**config.mk**
```make
export PLATFORM = sky130hd
export DESIGN_NAME = qsm_speed
export DESIGN_NICKNAME = d
export VERILOG_FILES = /design/src/rtl/qsm_pkg.sv /design/src/rtl/qsm_regs.sv /design/src/rtl/qsm_timebase.sv /design/src/rtl/qsm_capture.sv /design/src/rtl/qsm_speed.sv
export SDC_FILE = /design/constraint.sdc
export NUM_CORES = 1
export LEC_CHECK = 0
export CAP_MARGIN = 20
export CORE_UTILIZATION = 55
export CTS_BUF_LIST = sky130_fd_sc_hd__clkbuf_16
export CTS_CLUSTER_DIAMETER = 40
export DETAILED_ROUTE_END_ITERATION = 10
export DONT_BUFFER_PORTS = 1
export GPL_TIMING_DRIVEN = 0
export PLACE_DENSITY_LB_ADDON = 0.3
export RECOVER_POWER = 100
export SLEW_MARGIN = 20
export SYNTH_ARGS = -nofsm -noshare
export SYNTH_HDL_FRONTEND = slang
export SYNTH_HIERARCHICAL = 1
export SYNTH_SLANG_ARGS = --single-unit
```
**constraint.sdc**
```tcl
create_clock -name clk -period 2 [get_ports clk]
set_input_delay 0.3 -clock clk [delete_from_list [all_inputs] [get_ports clk]]
set_output_delay 0.3 -clock clk [all_outputs]
set_load 0.05 [all_outputs]
```
**src/rtl/qsm_pkg.sv**
```systemverilog
package qsm_pkg;

  localparam int ADDR_W = 3;
  localparam int DATA_W = 32;

  // register addresses
  localparam logic [ADDR_W-1:0] A_CTRL   = 3'd0;
  localparam logic [ADDR_W-1:0] A_MODE   = 3'd1;
  localparam logic [ADDR_W-1:0] A_PERIOD = 3'd2;
  localparam logic [ADDR_W-1:0] A_RESULT = 3'd3;
  localparam logic [ADDR_W-1:0] A_STATUS = 3'd4;

  // control word bits
  localparam int C_CLKEN = 0;
  localparam int C_TRIG  = 1;
  localparam int C_HALT  = 2;

  // mode word bits
  localparam int M_SPEED = 0;
  localparam int M_QUAD  = 1;

  // status word bits
  localparam int S_VALID = 0;
  localparam int S_GATE  = 1;
  localparam int S_RUN   = 2;

  typedef struct packed {
    logic speed_en;
    logic quad_en;
  } mode_t;

endpackage

```
**src/rtl/qsm_regs.sv**
```systemverilog
module qsm_regs
  import qsm_pkg::*;
#(
  parameter int PER_W   = 16,
  parameter int CAP_W   = 16,
  parameter int PER_RST = 0
) (
  input  logic              clk,
  input  logic              rst,
  input  logic              wr_en,
  input  logic [ADDR_W-1:0] wr_addr,
  input  logic [DATA_W-1:0] wr_data,
  input  logic              rd_en,
  input  logic [ADDR_W-1:0] rd_addr,
  input  logic [CAP_W-1:0]  result,
  input  logic              gate,
  input  logic              latch,
  output logic              active,
  output logic              running,
  output logic              kick,
  output logic [PER_W-1:0]  period,
  output logic              valid,
  output logic [DATA_W-1:0] rd_data
);

  mode_t mode_q;
  logic  ctrl_wr;
  logic  start;
  logic  result_rd;
  logic  unused_wr_bits;

  assign ctrl_wr   = wr_en && (wr_addr == A_CTRL);
  assign start     = ctrl_wr && wr_data[C_CLKEN] && wr_data[C_TRIG];
  assign kick      = ctrl_wr && wr_data[C_TRIG];
  assign result_rd = rd_en && (rd_addr == A_RESULT);
  assign active    = mode_q.speed_en && mode_q.quad_en;
  assign unused_wr_bits = ^wr_data;

  // mode and period registers
  always_ff @(posedge clk) begin
    if (rst) begin
      mode_q <= '0;
      period <= PER_W'(PER_RST);
    end else if (wr_en) begin
      if (wr_addr == A_MODE) begin
        mode_q.speed_en <= wr_data[M_SPEED];
        mode_q.quad_en  <= wr_data[M_QUAD];
      end
      if (wr_addr == A_PERIOD) begin
        period <= wr_data[PER_W-1:0];
      end
    end
  end

  // run state
  always_ff @(posedge clk) begin
    if (rst) begin
      running <= 1'b0;
    end else if (start) begin
      running <= 1'b1;
    end else if (ctrl_wr && wr_data[C_HALT]) begin
      running <= 1'b0;
    end
  end

  // new-result flag: a latch wins over a clearing read
  always_ff @(posedge clk) begin
    if (rst) begin
      valid <= 1'b0;
    end else if (latch) begin
      valid <= 1'b1;
    end else if (result_rd) begin
      valid <= 1'b0;
    end
  end

  // registered read port
  logic [DATA_W-1:0] rd_mux;

  always_comb begin
    rd_mux = '0;
    case (rd_addr)
      A_MODE: begin
        rd_mux[M_SPEED] = mode_q.speed_en;
        rd_mux[M_QUAD]  = mode_q.quad_en;
      end
      A_PERIOD: rd_mux[PER_W-1:0] = period;
      A_RESULT: rd_mux[CAP_W-1:0] = result;
      A_STATUS: begin
        rd_mux[S_VALID] = valid;
        rd_mux[S_GATE]  = gate;
        rd_mux[S_RUN]   = running;
      end
      default: rd_mux = '0;
    endcase
  end

  always_ff @(posedge clk) begin
    if (rst) begin
      rd_data <= '0;
    end else if (rd_en) begin
      rd_data <= rd_mux;
    end
  end

endmodule

```
**src/rtl/qsm_timebase.sv**
```systemverilog
module qsm_timebase #(
  parameter int PER_W = 16
) (
  input  logic             clk,
  input  logic             rst,
  input  logic             kick,
  input  logic             en,
  input  logic [PER_W-1:0] period,
  output logic [PER_W-1:0] tb_cnt,
  output logic             gate
);

  logic hit;

  // greater-or-equal so a shrinking period never forces a full wrap
  assign hit = (tb_cnt >= period);

  always_ff @(posedge clk) begin
    if (rst || kick) begin
      tb_cnt <= '0;
      gate   <= 1'b0;
    end else if (en) begin
      if (hit) begin
        tb_cnt <= '0;
        gate   <= ~gate;
      end else begin
        tb_cnt <= tb_cnt + 1'b1;
      end
    end
  end

endmodule

```
**src/rtl/qsm_capture.sv**
```systemverilog
module qsm_capture #(
  parameter int CAP_W = 16
) (
  input  logic             clk,
  input  logic             rst,
  input  logic             kick,
  input  logic             en,
  input  logic             pulse,
  input  logic             gate,
  output logic             latch,
  output logic [CAP_W-1:0] cap_cnt,
  output logic [CAP_W-1:0] result
);

  localparam logic [CAP_W-1:0] CAP_MAX = {CAP_W{1'b1}};

  logic gate_d;
  logic inc;

  assign inc   = en && pulse;
  assign latch = gate && !gate_d;

  always_ff @(posedge clk) begin
    if (rst || kick) begin
      gate_d <= 1'b0;
    end else begin
      gate_d <= gate;
    end
  end

  always_ff @(posedge clk) begin
    if (rst || kick) begin
      cap_cnt <= '0;
    end else if (latch) begin
      cap_cnt <= CAP_W'(inc);
    end else if (inc && (cap_cnt != CAP_MAX)) begin
      cap_cnt <= cap_cnt + 1'b1;
    end
  end

  always_ff @(posedge clk) begin
    if (rst) begin
      result <= '0;
    end else if (latch) begin
      result <= cap_cnt;
    end
  end

endmodule

```
**src/rtl/qsm_speed.sv**
```systemverilog
module qsm_speed
  import qsm_pkg::*;
#(
  parameter int PER_W   = 16,
  parameter int CAP_W   = 16,
  parameter int PER_RST = 0
) (
  input  logic              clk,
  input  logic              rst,
  input  logic              wr_en,
  input  logic [ADDR_W-1:0] wr_addr,
  input  logic [DATA_W-1:0] wr_data,
  input  logic              rd_en,
  input  logic [ADDR_W-1:0] rd_addr,
  output logic [DATA_W-1:0] rd_data,
  input  logic              cnt_pulse
);

  logic             active;
  logic             running;
  logic             kick;
  logic             valid;
  logic             gate;
  logic             latch;
  logic             run_en;
  logic [PER_W-1:0] period;
  logic [PER_W-1:0] tb_cnt;
  logic [CAP_W-1:0] cap_cnt;
  logic [CAP_W-1:0] result;

  assign run_en = active && running;

  qsm_regs #(
    .PER_W  (PER_W),
    .CAP_W  (CAP_W),
    .PER_RST(PER_RST)
  ) u_regs (
    .clk    (clk),
    .rst    (rst),
    .wr_en  (wr_en),
    .wr_addr(wr_addr),
    .wr_data(wr_data),
    .rd_en  (rd_en),
    .rd_addr(rd_addr),
    .result (result),
    .gate   (gate),
    .latch  (latch),
    .active (active),
    .running(running),
    .kick   (kick),
    .period (period),
    .valid  (valid),
    .rd_data(rd_data)
  );

  qsm_timebase #(
    .PER_W(PER_W)
  ) u_tb (
    .clk   (clk),
    .rst   (rst),
    .kick  (kick),
    .en    (run_en),
    .period(period),
    .tb_cnt(tb_cnt),
    .gate  (gate)
  );

  qsm_capture #(
    .CAP_W(CAP_W)
  ) u_cap (
    .clk    (clk),
    .rst    (rst),
    .kick   (kick),
    .en     (run_en),
    .pulse  (cnt_pulse),
    .gate   (gate),
    .latch  (latch),
    .cap_cnt(cap_cnt),
    .result (result)
  );

endmodule

```
Yosys cells after proc, flatten, opt, wreduce, memory -nomap -nowiden
Index checks and enable logic that the tools add are counted.
- add/subtract/negate cells: 2
- $mul: 0
- div/mod/pow operators: 0
- $lt $le $gt $ge: 1
- eq/ne operators: 7
- shifts and indexed selects: 0
- muxes and demuxes: 10
- bitwise gates (word level): 1
- reductions and logical operators: 21
- operators with widths (cell ; number):
    16-bit by 1-bit adder with 16-bit output (second input constant) ; 2
    13-bit one-hot mux with 2 select lines ; 1
    16-bit >= comparator ; 1
    16-bit two-way mux ; 1
    16-bit != test (second input constant) ; 1
    1-bit logical AND ; 11
    3-bit by 2-bit equality test with 1-bit output (second input constant) ; 3
    2-bit one-hot mux with 4 select lines ; 1
    3-bit by 1-bit equality test with 1-bit output (second input constant) ; 2
    1-bit two-way mux ; 6
    2-bit AND reduction ; 3
    2-bit nonzero test ; 3
    3-bit equality test (second input constant) ; 1
    3-bit logical NOT ; 1
    1-bit one-hot mux with 3 select lines ; 1
    2-bit OR reduction ; 1
    1-bit logical NOT ; 1
    1-bit logical OR ; 1
    1-bit NOT ; 1
- register bits after elaboration: 86
- bits in latches: 0
- RAM bits: 0
- ROM bits: 0
- memories kept: 0

Depth between registers and ports, before layout
Gate-level depths: netlist (run 1).
- depth in word-level cells: 6
- depth in mapped cells: 8

Hierarchy
The synthesis (run 1) kept the hierarchy.
- by module, submodules not included (module ; times used ; cells an instance ; area an instance (um^2) ; seq. area each (um^2)):
    qsm_regs ; 1 ; 195 ; 1765.4 ; 720.7
    qsm_capture ; 1 ; 178 ; 1427.6 ; 660.6
    qsm_timebase ; 1 ; 150 ; 1212.4 ; 340.3
    qsm_speed ; 1 ; 1 ; 6.3 ; 0.0

Worst setup path after synthesis (run 1)
No wires, ideal clock.
- kind: reg2reg
- start: reg u_regs/mode_q[0] (netlist name)
- end: reg u_cap.cap_cnt[15]
- library setup time: 0.070 ns
- arrival: 1.962 ns
- setup slack: -0.032 ns
- cell stages (with the launch flop): 8
- cells stage by stage: dfxtp_1 -> and2_1 -> and2_1 -> nand3_1 -> or4_1 -> buf_2 -> or4_1 -> a21oi_1
- cells in the longest elaborated chain, start to end: 4
- ends and longest elaborated chain (item ; RTL line ; text):
    start, declared ; qsm_regs.sv:26 ; mode_t mode_q;
    1-bit logical AND ; qsm_regs.sv:36 ; assign active = mode_q.speed_en && mode_q.quad_en;
    via active ; qsm_speed.sv:19 ; logic active;
    1-bit logical AND ; qsm_speed.sv:31 ; assign run_en = active && running;
    via run_en ; qsm_speed.sv:25 ; logic run_en;
    1-bit logical AND ; qsm_capture.sv:20 ; assign inc = en && pulse;
    1-bit logical AND ; qsm_capture.sv:36 ; end else if (inc && (cap_cnt != CAP_MAX)) begin
    end signal, assigned ; qsm_capture.sv:35 ; cap_cnt <= CAP_W'(inc);
    end signal, assigned ; qsm_capture.sv:37 ; cap_cnt <= cap_cnt + 1'b1;
    end, declared ; qsm_capture.sv:11 ; output logic [CAP_W-1:0] cap_cnt,
The timed path passes the listed nets, and every way through them passes these cells.
A chain may end at the register's enable or synchronous reset.

Worst setup path in the final report (run 1)
- start: reg u_regs/mode_q[1] (netlist name)
- end: reg u_cap.cap_cnt[13]
Same word-level chain as after synthesis.

==> summary.md, run 1 <==
| Metric | Value |
|---|---|
| Status | complete, but fails checks |
| Violated checks | negative setup slack |
| Die width | 91.6 um |
| Die H | 91.6 um |
| IO buf count | 0 |
| Critical path's slowest cell | or4_4 |
| CP required | 2.25 ns |
| Clock sinks | 86 |
| Syn Inst Count | 524 |
| Clk slew on worst S/H paths | 0.06 ns |
| DRT iter0 DRCs | 241 |
| Async SR Flop Fraction | 0% |
| Crit share post-route | 101% |
| CORE AREA | 7730 sq um |
| Fin Clk Skew | 0.00322 ns |
| Total Routing Usage GR | 25.3% |
| Die area | 8380 sq um |
| Final net count | 627 |
| Synth unique cells | 66 |
| Netlist Area Pre-Place | 4410 sq um |
| Gpl congestion | 0.845 |
| Worst hold stages | 2 |
| CP endpoint kind | flop |
| #FFs+latches synth | 86 |
| Hold worst-path end | u_regs/period[1]$_SDFFE_PP0P_ |
| Power density cells | 682 nW/um^2 |
| Pre-CTS WS | -0.348 ns |
| CTS Root Cell | clkbuf_16 |
| Clock tree buffer depth | 2 |
| Slew HR | 61.8% |
| Dominant synthesized flop cell | dfxtp_1 |
| Slew Viols, Final | 0 |
| Worst setup path class | reg2reg |
| Vias in the first global route | 3673 |
| Core Rows | 32 |
| Largest net degree at the start of global routing | 13 |
| VDD IR max | 446 uV |
| Initial antenna violation count | 0 |
| Grt ovf | 0 |
| Fin Hold WS | 0.0997 ns |
| Initial Utilization | 57.1% |
| Crit-path max cell delay | 0.58 ns |
| Ranking of synthesized cells by area | dfxtp_1, nand2_1, a21oi_1 |
| Average vias per placed instance | 5.80 |
| Mapped Avg Cell Area | 8.42 sq um |
| Final ANT Viol Nets | 0 |
| Slew @ Worst Pin | 0.572 ns |
| Worst-Skew Late Latency | 0.33 ns |
| DRC viols | 0 |
| Fin crit period | 2.03 ns |
| Global-route wire length before repair | 16900 um |
| H-tree depth | 3 |
| Crit path DAT | 2.28 ns |
| Drt wl/cell | 15.8 um |
| Ratio of cells with drive above 1 in the final layout | 24.8% |
| N_diodes | 0 |
| Seq/Total Area, Yosys | 39.0% |
| Vias | 3894 |
| Design Area, Final | 5240 sq um |
| Final setup margin | -0.0278 ns |
| CTS tree | built |
| Post-synth top area share | 39.0% |
| Max Freq | 493 MHz |
| Cells on worst reg2reg path | 6 |
| Drt pass-1 iters | 4 |
| I/O pins | 75 |
| Final setup viols | 2 |
| FF-to-FF End | u_cap/cap_cnt[13]$_SDFFE_PP0P_ |
| Maximum Capacitance Violations | 0 |
| Area Growth Syn to Fin | 18.7% |
| Worst reg2reg path startpoint | u_regs/mode_q[1]$_SDFFE_PP0P_ |
| Post-DP HPWL | 7380 um |
| Setup TNS | -0.0554 ns |
| Crit path max fanout | 5 |
| Total CTS buffers | 9 |
| CP delay by family, top | simple AND/OR/NAND/NOR gates |
| HP Class | in2reg |
| RSZ-0062 raised after global routing | yes |
| Cell Chain, Critical Path | and2_1 > and2_4 > nand3_2 > or4_4 > or4_1 > a21oi_1 |
| FF-to-FF setup slack | -0.03 ns |
| EDFF count, synth | 0 |
| Filler cells | 616 |
| CP Launch Type | flop |
| Number of buffers and inverters on the critical path | 0 |
| Final hold violations | 0 |
| Yosys top cell by area | dfxtp_1 |
| Drt total wl | 10600 um |
| DP Area | 4600 sq um |
| LEAKAGE | 1.87 nW |
| Hold_sp | wr_data[1] |
| Synth warnings | 6 |
-- where the power goes --
group / internal [W] / total (W) / leakage (nW) / switching (W)
Clock: 0.000935 / 0.00154 / 0.139 / 0.000606
Sequential: 0.00172 / 0.00173 / 0.699 / 0.0000123
Combinational: 0.000104 / 0.000297 / 1.04 / 0.000193
-- worst max-delay path by stage --
stage / cells past startpoint / end / startpoint
after CTS: 7 / u_cap/cap_cnt[15]$_SDFFE_PP0P_ / u_regs/mode_q[0]$_SDFFE_PP0P_
after detailed placement: 8 / u_tb/tb_cnt[13]$_SDFFE_PP0P_ / u_regs/mode_q[0]$_SDFFE_PP0P_
final: 6 / u_cap/cap_cnt[13]$_SDFFE_PP0P_ / u_regs/mode_q[1]$_SDFFE_PP0P_
after global routing: 9 / u_tb/tb_cnt[13]$_SDFFE_PP0P_ / u_regs/period[13]$_SDFFE_PP0P_
after global placement: 8 / u_tb/tb_cnt[13]$_SDFFE_PP0P_ / u_regs/mode_q[0]$_SDFFE_PP0P_
after floorplan: 7 / u_cap/cap_cnt[15]$_SDFFE_PP0P_ / u_regs/mode_q[0]$_SDFFE_PP0P_
-- synthesized netlist by cell type, types with 5 or more instances --
cell      instances
or4_1            11
nand2_1          87
buf_4            19
nor3_1            6
clkbuf_1         10
dfxtp_1          86
a22oi_1          13
or3_1             5
nand4_1          12
mux2_2           14
ha_1             18
buf_2             5
xnor2_1           5
nor2_1           45
o31ai_1           8
o21ai_0           8
nand3_1          12
a21oi_1          48
xor2_1            9
inv_1            26
-- registers in the layout, indices dropped and copies added (netlist names) --
| register | flops |
|---|---|
| u_cap/cap_cnt | 16 |
| u_cap/gate_d | 1 |
| u_cap/result | 16 |
| u_regs/mode_q | 2 |
| u_regs/period | 16 |
| u_regs/rd_data | 16 |
| u_regs/running | 1 |
| u_regs/valid | 1 |
| u_tb/gate | 1 |
| u_tb/tb_cnt | 16 |
-- final cells by class --
type / instances / area, sq um / area share, %
multi-input combinational: 385 / 2610 / 49.9
timing repair buffer: 18 / 143 / 2.72
clock inverter: 5 / 45.0 / 0.860
buffer: 38 / 236 / 4.52
tap: 102 / 128 / 2.44
inverter: 28 / 109 / 2.08
clock buffer: 9 / 225 / 4.30
sequential: 86 / 1740 / 33.2
-- worst register-to-register path: cells and delay by family, from the launching register on --
family	cells	cell delay [ns]
AOI/OAI and AO/OA	1	0.13
DFF	1	0.33
and+or+nand+nor	5	1.50
-- timing repair --
| item | CTS | global route |
|---|---|---|
| endpoints found under the setup margin | 27 | 41 |
| cloned | 0 | 1 |
| hold buffers | 0 | 0 |
| hold endpoints to repair | 0 | 0 |
| gates resized for setup | 21 | 51 |
| pin swaps | 8 | 29 |
| buffers inserted | 11 | 6 |
-- stage by stage --
| step | util [%] | power (W) | instances |
|---|---|---|---|
| finish | 67.8 | 0.00357 | 671 |
| global route | 67.8 | 0.00370 | 671 |
| CTS | 65.1 | 0.00358 | 666 |
| detailed placement | 59.5 | 0.00203 | 641 |
| global placement | 59.5 | 0.00202 | 641 |
| floorplan | - | 0.00199 | 539 |
-- cells by family (layout without fill, tap and decap cells) --
family	count (synthesis)	after routing	synth area share, %
and+or+nand+nor	217	217	25.2
other	1	16	0.0850
xor gates and xnor gates	14	14	2.78
adders and majority gates	18	18	5.11
DFF	86	86	39.0
AOI/OAI and AO/OA	103	103	15.5
buffers and inverters	68	98	8.14
muxes	17	17	4.25
-- per-layer routing --
layer | up-vias | GRT usage, % | share of wire, %
met3 | 19 | 6.70 | 7.2
met1 | 1863 | 31.6 | 45
li1 | 1896 | - | -
met5 | - | 0 | 0
met4 | 0 | 12.3 | 2.3
met2 | 116 | 40.3 | 45
-- placed cells by master (no fill, tap or decap), types with 3 or more instances in the layout --
| master | count |
|---|---|
| a21oi_1 | 47 |
| nand3b_1 | 3 |
| o31ai_1 | 7 |
| xor2_1 | 8 |
| o21a_1 | 3 |
| or3_1 | 4 |
| mux2_2 | 14 |
| o211ai_1 | 3 |
| xnor2_1 | 3 |
| or4_4 | 3 |
| a221oi_1 | 4 |
| a22oi_1 | 13 |
| nor2_4 | 6 |
| buf_6 | 5 |
| buf_4 | 32 |
| nand2_1 | 86 |
| clkbuf_1 | 12 |
| or4_1 | 9 |
| inv_2 | 4 |
| ha_1 | 14 |
| mux2i_1 | 3 |
| inv_1 | 24 |
| nor2_1 | 32 |
| nand4_1 | 12 |
| dfxtp_1 | 75 |
| ha_4 | 4 |
| clkbuf_16 | 9 |
| nand3_1 | 10 |
| or2_2 | 3 |
| clkbuf_2 | 3 |
| buf_2 | 3 |
| clkinv_1 | 3 |
| conb_1 | 16 |
| dfxtp_2 | 10 |
| nor2_2 | 7 |
| nor3_1 | 4 |
| o21ai_0 | 7 |
(Power assumes the default switching activity.)
==> run 2, diff against run 1 <==
ABC_AREA = 1   (was unset)
==> summary.md, run 2 <==
| Metric | Value |
|---|---|
| Slew @ Worst Pin | 0.721 ns (was 0.572 ns) |
| Final setup viols | 0 (was 2) |
| Yosys top cell by area | dfxtp_1 (unchanged) |
| Setup TNS | 0 ns (was -0.0554 ns) |
| IO buf count | 0 (unchanged) |
| CORE AREA | 8180 sq um (was 7730 sq um) |
| Maximum Capacitance Violations | 0 (unchanged) |
| Crit-path max cell delay | 0.35 ns (was 0.58 ns) |
| Dominant synthesized flop cell | dfxtp_1 (unchanged) |
| Hold_sp | wr_data[5] (was wr_data[1]) |
| Seq/Total Area, Yosys | 37.1% (was 39.0%) |
| Vias in the first global route | 3726 (was 3673) |
| Die width | 93.9 um (was 91.6 um) |
| Final ANT Viol Nets | 0 (unchanged) |
| Die area | 8810 sq um (was 8380 sq um) |
| Fin Hold WS | 0.114 ns (was 0.0997 ns) |
| Number of buffers and inverters on the critical path | 2 (was 0) |
| Most used cell, CP | nand2_4 |
| Drt wl/cell | 13.7 um (was 15.8 um) |
| Grt ovf | 0 (unchanged) |
| Final net count | 700 (was 627) |
| Cells on worst reg2reg path | 10 (was 6) |
| Total CTS buffers | 9 (unchanged) |
| Max Freq | 540 MHz (was 493 MHz) |
| FF-to-FF setup slack | 0.15 ns (was -0.03 ns) |
| CP required | 2.22 ns (was 2.25 ns) |
| Clock sinks | 86 (unchanged) |
| CP endpoint kind | flop (unchanged) |
| I/O pins | 75 (unchanged) |
| Global-route wire length before repair | 16900 um (about the same) |
| Total Routing Usage GR | 24.6% (was 25.3%) |
| Clk slew on worst S/H paths | 0.06 ns (about the same) |
| Commonest non-fill, non-tap cells in the layout | nand2_1, dfxtp_1, nor2_1, inv_1, a21oi_1 (was nand2_1, dfxtp_1, a21oi_1, nor2_1, buf_4) |
| CP delay by family, top | simple AND/OR/NAND/NOR gates (unchanged) |
| Power density cells | 732 nW/um^2 (was 682 nW/um^2) |
| RSZ-0062 raised after global routing | no (was yes) |
| Crit path from | u_regs/period[11]$_SDFFE_PP0P_ (was u_regs/mode_q[1]$_SDFFE_PP0P_) |
| N_diodes | 0 (unchanged) |
| Worst setup path class | reg2reg (unchanged) |
| Die H | 93.9 um (was 91.6 um) |
| Vias | 3882 (was 3894) |
| Fin Clk Skew | 0.00454 ns (was 0.00322 ns) |
| Worst hold stages | 2 (unchanged) |
| EDFF count, synth | 0 (unchanged) |
| Ranking of synthesized cells by area | dfxtp_1, nand2_1, nor2_1 (was dfxtp_1, nand2_1, a21oi_1) |
| Commonest non-fill, non-tap cell in the layout | nand2_1 (unchanged) |
| Synth top cells by count | nand2_1, dfxtp_1, nor2_1 (was nand2_1, dfxtp_1, a21oi_1) |
| DRC viols | 0 (unchanged) |
| Slew Viols, Final | 0 (unchanged) |
| Initial Utilization | 56.8% (was 57.1%) |
| Hold_buf cts | 0 (unchanged) |
| Drt total wl | 10300 um (was 10600 um) |
| Cts repair resizes | 0 (was 21) |
| Design Area, Final | 5070 sq um (was 5240 sq um) |
| Status | completed (was complete, but fails checks) |
| Count leader, synth | nand2_1 (unchanged) |
| Cell Chain, Critical Path | inv_1 > ha_1 > nand4_1 > nor3_1 > nand2_1 > nand2_4 > nand2_4 > nand2_4 > buf_12 > nor2_1 (was and2_1 > and2_4 > nand3_2 > or4_4 > or4_1 > a21oi_1) |
| Fin crit period | 1.85 ns (was 2.03 ns) |
| Core Rows | 33 (was 32) |
| Gpl congestion | 0.872 (was 0.845) |
| H-tree depth | 3 (unchanged) |
| Filler cells | 714 (was 616) |
| CTS Root Cell | clkbuf_16 (unchanged) |
| Slew HR | 51.9% (was 61.8%) |
| Clock tree buffer depth | 2 (unchanged) |
| LEAKAGE | 2.03 nW (was 1.87 nW) |
| CTS tree | built (unchanged) |
| Worst-Skew Late Latency | 0.33 ns (about the same) |
| Ratio of cells with drive above 1 in the final layout | 15.7% (was 24.8%) |
| Crit share post-route | 92.7% (was 101%) |
| Worst reg2reg path startpoint | u_regs/period[11]$_SDFFE_PP0P_ (was u_regs/mode_q[1]$_SDFFE_PP0P_) |
| Synth unique cells | 43 (was 66) |
| HP Class | in2reg (unchanged) |
| Syn Inst Count | 613 (was 524) |
| Drt pass-1 iters | 4 (unchanged) |
| Postcts setup bufs | 0 (was 11) |
| Area Growth Syn to Fin | 9.25% (was 18.7%) |
| Synth warnings | 6 (unchanged) |
| Post-DP HPWL | 7830 um (was 7380 um) |
| #FFs+latches synth | 86 (unchanged) |
| Crit path max fanout | 10 (was 5) |
| Netlist Area Pre-Place | 4640 sq um (was 4410 sq um) |
| DP Area | 4830 sq um (was 4600 sq um) |
| Crit path DAT | 2.08 ns (was 2.28 ns) |
| VDD IR max | 411 uV (was 446 uV) |
| Average vias per placed instance | 5.18 (was 5.80) |
| Initial antenna violation count | 0 (unchanged) |
| Critical path's slowest cell | dfxtp_1 (was or4_4) |
| Largest net degree at the start of global routing | 14 (was 13) |
| CP Launch Type | flop (unchanged) |
| Final hold violations | 0 (unchanged) |
| Mapped Avg Cell Area | 7.57 sq um (was 8.42 sq um) |
| Crit path depth | 10 (was 6) |
| Post-synth top area share | 37.1% (was 39.0%) |
| Async SR Flop Fraction | 0% (unchanged) |
| DRT iter0 DRCs | 199 (was 241) |
[run 2: cell types whose count changed after synthesis, moves of 7 or more]
cell / delta
a22oi_1: -12
mux2_2: -14
nand3_1: +21
o31ai_1: -8
nand2_2: +18
or4_1: -11
nor2_4: +15
inv_1: +28
o21ai_0: +12
nor2_1: +25
nor2_2: +7
a31oi_2: +10
nand2_1: +47
[run 2: stage by stage]
step,util [%],power (W),cells,worst slack [ns]
floorplan,-,0.00199,628,0.427
global placement,59.1,0.00203,733,0.181
detailed placement,59.1,0.00203,733,0.0789
CTS,62.8,0.00375,749,0.155
global route,62.0,0.00383,749,0.0343
finish,62.0,0.00371,749,0.146
[run 2: final timing paths]
path	end
worst max-delay path	u_tb/tb_cnt[12]$_SDFFE_PP0P_
worst min-delay path	u_regs/period[5]$_SDFFE_PP0P_
worst max register to register	u_tb/tb_cnt[12]$_SDFFE_PP0P_
worst min register to register	u_regs/period[5]$_SDFFE_PP0P_
[run 2: area by class of cell]
class                      count  area [sq um]  share of cell area [%]
tap                          105           131                    2.59
clock buffer                   9           225                    4.44
buffer                        35           246                    4.86
inverter                      62           236                    4.66
sequential                    86          1720                    34.0
multi-input combinational    445          2430                    47.9
clock inverter                 7          81.3                    1.60
[run 2: power breakdown]
group	total, W	leakage (nW)	internal, W	switching [W]
Sequential	0.00174	0.693	0.00172	0.0000152
Clock	0.00172	0.159	0.00108	0.000641
Combinational	0.000255	1.18	0.0000705	0.000184
Total	0.00371	2.03	0.00287	0.000840
[run 2: layer usage]
metal	part of all wire [%]	vias up	global-route usage [%]	routed length, um
met4	1.0	0	8.46	106
met3	6.5	10	5.18	665
li1	-	2007	-	-
met2	45	97	40.2	4670
met5	0	-	0	0
met1	47	1768	32.0	4830
[run 2: cells by family (layout without fill, tap and decap cells)]
group                    Yosys count  in the layout  share of synthesized area (%)
AND/OR/NAND/NOR                  306            306                           32.2
buffers and inverters             97            113                           10.8
AO/OA/AOI/OAI                     93             93                           12.7
flip-flops                        86             86                           37.1
adder cells (fa/ha/maj)           18             18                           4.85
XOR/XNOR                          12             12                           2.26
other                              1             16                         0.0808
==> run 3, diff against run 2 <==
PLACE_DENSITY = 0.72   (was unset)
PLACE_DENSITY_LB_ADDON = unset   (was 0.3)
==> summary.md, run 3 (synthesis gave the netlist of run 2 again) <==
| Metric | Value |
|---|---|
| Initial Utilization | 56.8% (unchanged) |
| Status | completed (unchanged) |
| Crit share post-route | 91.7% (was 92.7%) |
| CP Launch Type | flop (unchanged) |
| Clock sinks | 86 (unchanged) |
| Final ANT Viol Nets | 0 (unchanged) |
| CP required | 2.23 ns (was 2.22 ns) |
| CORE AREA | 8180 sq um (unchanged) |
| Filler cells | 738 (was 714) |
| Maximum Capacitance Violations | 0 (unchanged) |
| CP endpoint kind | flop (unchanged) |
| Worst reg2reg path startpoint | u_cap/cap_cnt[0]$_SDFFE_PP0P_ (was u_regs/period[11]$_SDFFE_PP0P_) |
| Worst hold stages | 2 (unchanged) |
| Slew Viols, Final | 0 (unchanged) |
| Total Routing Usage GR | 24.6% (about the same) |
| Clock tree buffer depth | 2 (unchanged) |
| Largest net degree at the start of global routing | 14 (unchanged) |
| Drt wl/cell | 13.4 um (was 13.7 um) |
| Die H | 93.9 um (unchanged) |
| N_diodes | 0 (unchanged) |
| Drt pass-1 iters | 4 (unchanged) |
| Commonest non-fill, non-tap cells in the layout | nand2_1, dfxtp_1, nor2_1, inv_1, a21oi_1 (unchanged) |
| Global-route wire length before repair | 16800 um (was 16900 um) |
| Commonest non-fill, non-tap cell in the layout | nand2_1 (unchanged) |
| CTS Root Cell | clkbuf_16 (unchanged) |
| Average vias per placed instance | 5.24 (was 5.18) |
| Die width | 93.9 um (unchanged) |
| IO buf count | 0 (unchanged) |
| FF-to-FF setup slack | 0.17 ns (was 0.15 ns) |
| Vias | 3923 (was 3882) |
| Slew HR | 54.3% (was 51.9%) |
| Die area | 8810 sq um (unchanged) |
| Worst setup path class | reg2reg (unchanged) |
| Design Area, Final | 5090 sq um (was 5070 sq um) |
| Crit path DAT | 2.07 ns (was 2.08 ns) |
| RSZ-0062 raised after global routing | no (unchanged) |
| Slew @ Worst Pin | 0.682 ns (was 0.721 ns) |
| Final net count | 700 (unchanged) |
| Power density cells | 756 nW/um^2 (was 732 nW/um^2) |
| Initial antenna violation count | 0 (unchanged) |
| Post-DP HPWL | 7690 um (was 7830 um) |
| Crit path max fanout | 10 (unchanged) |
| DRT iter0 DRCs | 197 (was 199) |
| Clk slew on worst S/H paths | 0.06 ns (about the same) |
| Drt total wl | 10000 um (was 10300 um) |
| DP Area | 4830 sq um (unchanged) |
| VDD IR max | 450 uV (was 411 uV) |
| Total CTS buffers | 9 (unchanged) |
| Core Rows | 33 (unchanged) |
| Setup TNS | 0 ns (unchanged) |
| LEAKAGE | 2.04 nW (was 2.03 nW) |
| CTS tree | built (unchanged) |
| H-tree depth | 3 (unchanged) |
| DRC viols | 0 (unchanged) |
| Fin Clk Skew | 0.00502 ns (was 0.00454 ns) |
| Grt ovf | 0 (unchanged) |
| HP Class | in2reg (unchanged) |
| Hold_sp | wr_data[4] (was wr_data[5]) |
| Postcts setup bufs | 0 (unchanged) |
| I/O pins | 75 (unchanged) |
| Vias in the first global route | 3697 (was 3726) |
| Placed cell count | 733 (unchanged) |
| Ratio of cells with drive above 1 in the final layout | 16.0% (was 15.7%) |
| Worst-Skew Late Latency | 0.34 ns (was 0.33 ns) |
| Final setup viols | 0 (unchanged) |
| FF-to-FF End | u_cap/cap_cnt[4]$_SDFFE_PP0P_ (was u_tb/tb_cnt[12]$_SDFFE_PP0P_) |
| Max Freq | 545 MHz (was 540 MHz) |
| Area Growth Syn to Fin | 9.76% (was 9.25%) |
| Hold worst-path end | u_regs/period[4]$_SDFFE_PP0P_ (was u_regs/period[5]$_SDFFE_PP0P_) |
| Fin Hold WS | 0.108 ns (was 0.114 ns) |
| Fin crit period | 1.83 ns (was 1.85 ns) |
| Cts repair resizes | 0 (unchanged) |
| Hold_buf cts | 0 (unchanged) |
| Non-Filler Instances | 748 (was 749) |
| Final hold violations | 0 (unchanged) |
| Gpl congestion | 0.850 (was 0.872) |
| Cells on worst reg2reg path | 9 (was 10) |
==> run 3: worst max-delay path, stage by stage, from the launching register on <==
cell,delay [ns]
dfxtp_1,0.40
ha_1,0.31
inv_2,0.04
nor2_1,0.26
nand2_2,0.10
nand2_1,0.13
nand2_4,0.12
buf_6,0.17
a21oi_2,0.13
nor2_1,0.06
==> run 3: per-layer routing <==
layer,vias up,track usage [%],part of all wire [%]
li1,2005,-,-
met1,1796,33.0,49
met2,106,38.2,44
met3,16,6.23,5.9
met4,0,8.46,1.5
met5,-,0,0
==> run 3: report_power, final <==
part           switching, W  internal (W)  total [W]  leakage (nW)
combinational      0.000184     0.0000719   0.000255          1.18
clock              0.000654       0.00120    0.00186         0.164
sequential        0.0000146       0.00172    0.00174         0.693
==> run 3: area by class of cell <==
cell class | instances | area [sq um] | area share (%)
clock inverters | 6 | 103 | 2.01
flip-flops and latches | 86 | 1720 | 33.8
plain buffers | 35 | 253 | 4.96
clock buffers | 9 | 225 | 4.42
well taps | 105 | 131 | 2.58
multi-input cells | 445 | 2420 | 47.6
inverters | 62 | 236 | 4.64
==> run 3: metrics by stage <==
step           power [W]  setup WS, ns  util (%)
2_1_floorplan    0.00199         0.427         -
3_3_place_gp     0.00203         0.172      59.1
3_5_place_dp     0.00203         0.103      59.1
4_1_cts          0.00388         0.113      63.1
5_1_grt          0.00397       0.00751      62.3
6_report         0.00385         0.166      62.3
==> run 3: how the worst max path moves through the flow <==
stage | end | from | slack (ns) | depth (start not counted)
after detailed placement | u_cap/cap_cnt[5]$_SDFFE_PP0P_ | wr_addr[2] | 0.10 | 10
after global placement | u_cap/cap_cnt[9]$_SDFFE_PP0P_ | wr_addr[2] | 0.17 | 10
after CTS | u_tb/tb_cnt[4]$_SDFFE_PP0P_ | u_regs/period[15]$_SDFFE_PP0P_ | 0.11 | 10
after floorplan | u_tb/tb_cnt[11]$_SDFFE_PP0P_ | u_tb/tb_cnt[0]$_SDFFE_PP0P_ | 0.43 | 14
final | u_cap/cap_cnt[4]$_SDFFE_PP0P_ | u_cap/cap_cnt[0]$_SDFFE_PP0P_ | 0.17 | 9
after global routing | u_tb/tb_cnt[6]$_SDFFE_PP0P_ | u_regs/period[3]$_SDFFE_PP0P_ | 0.008 | 14
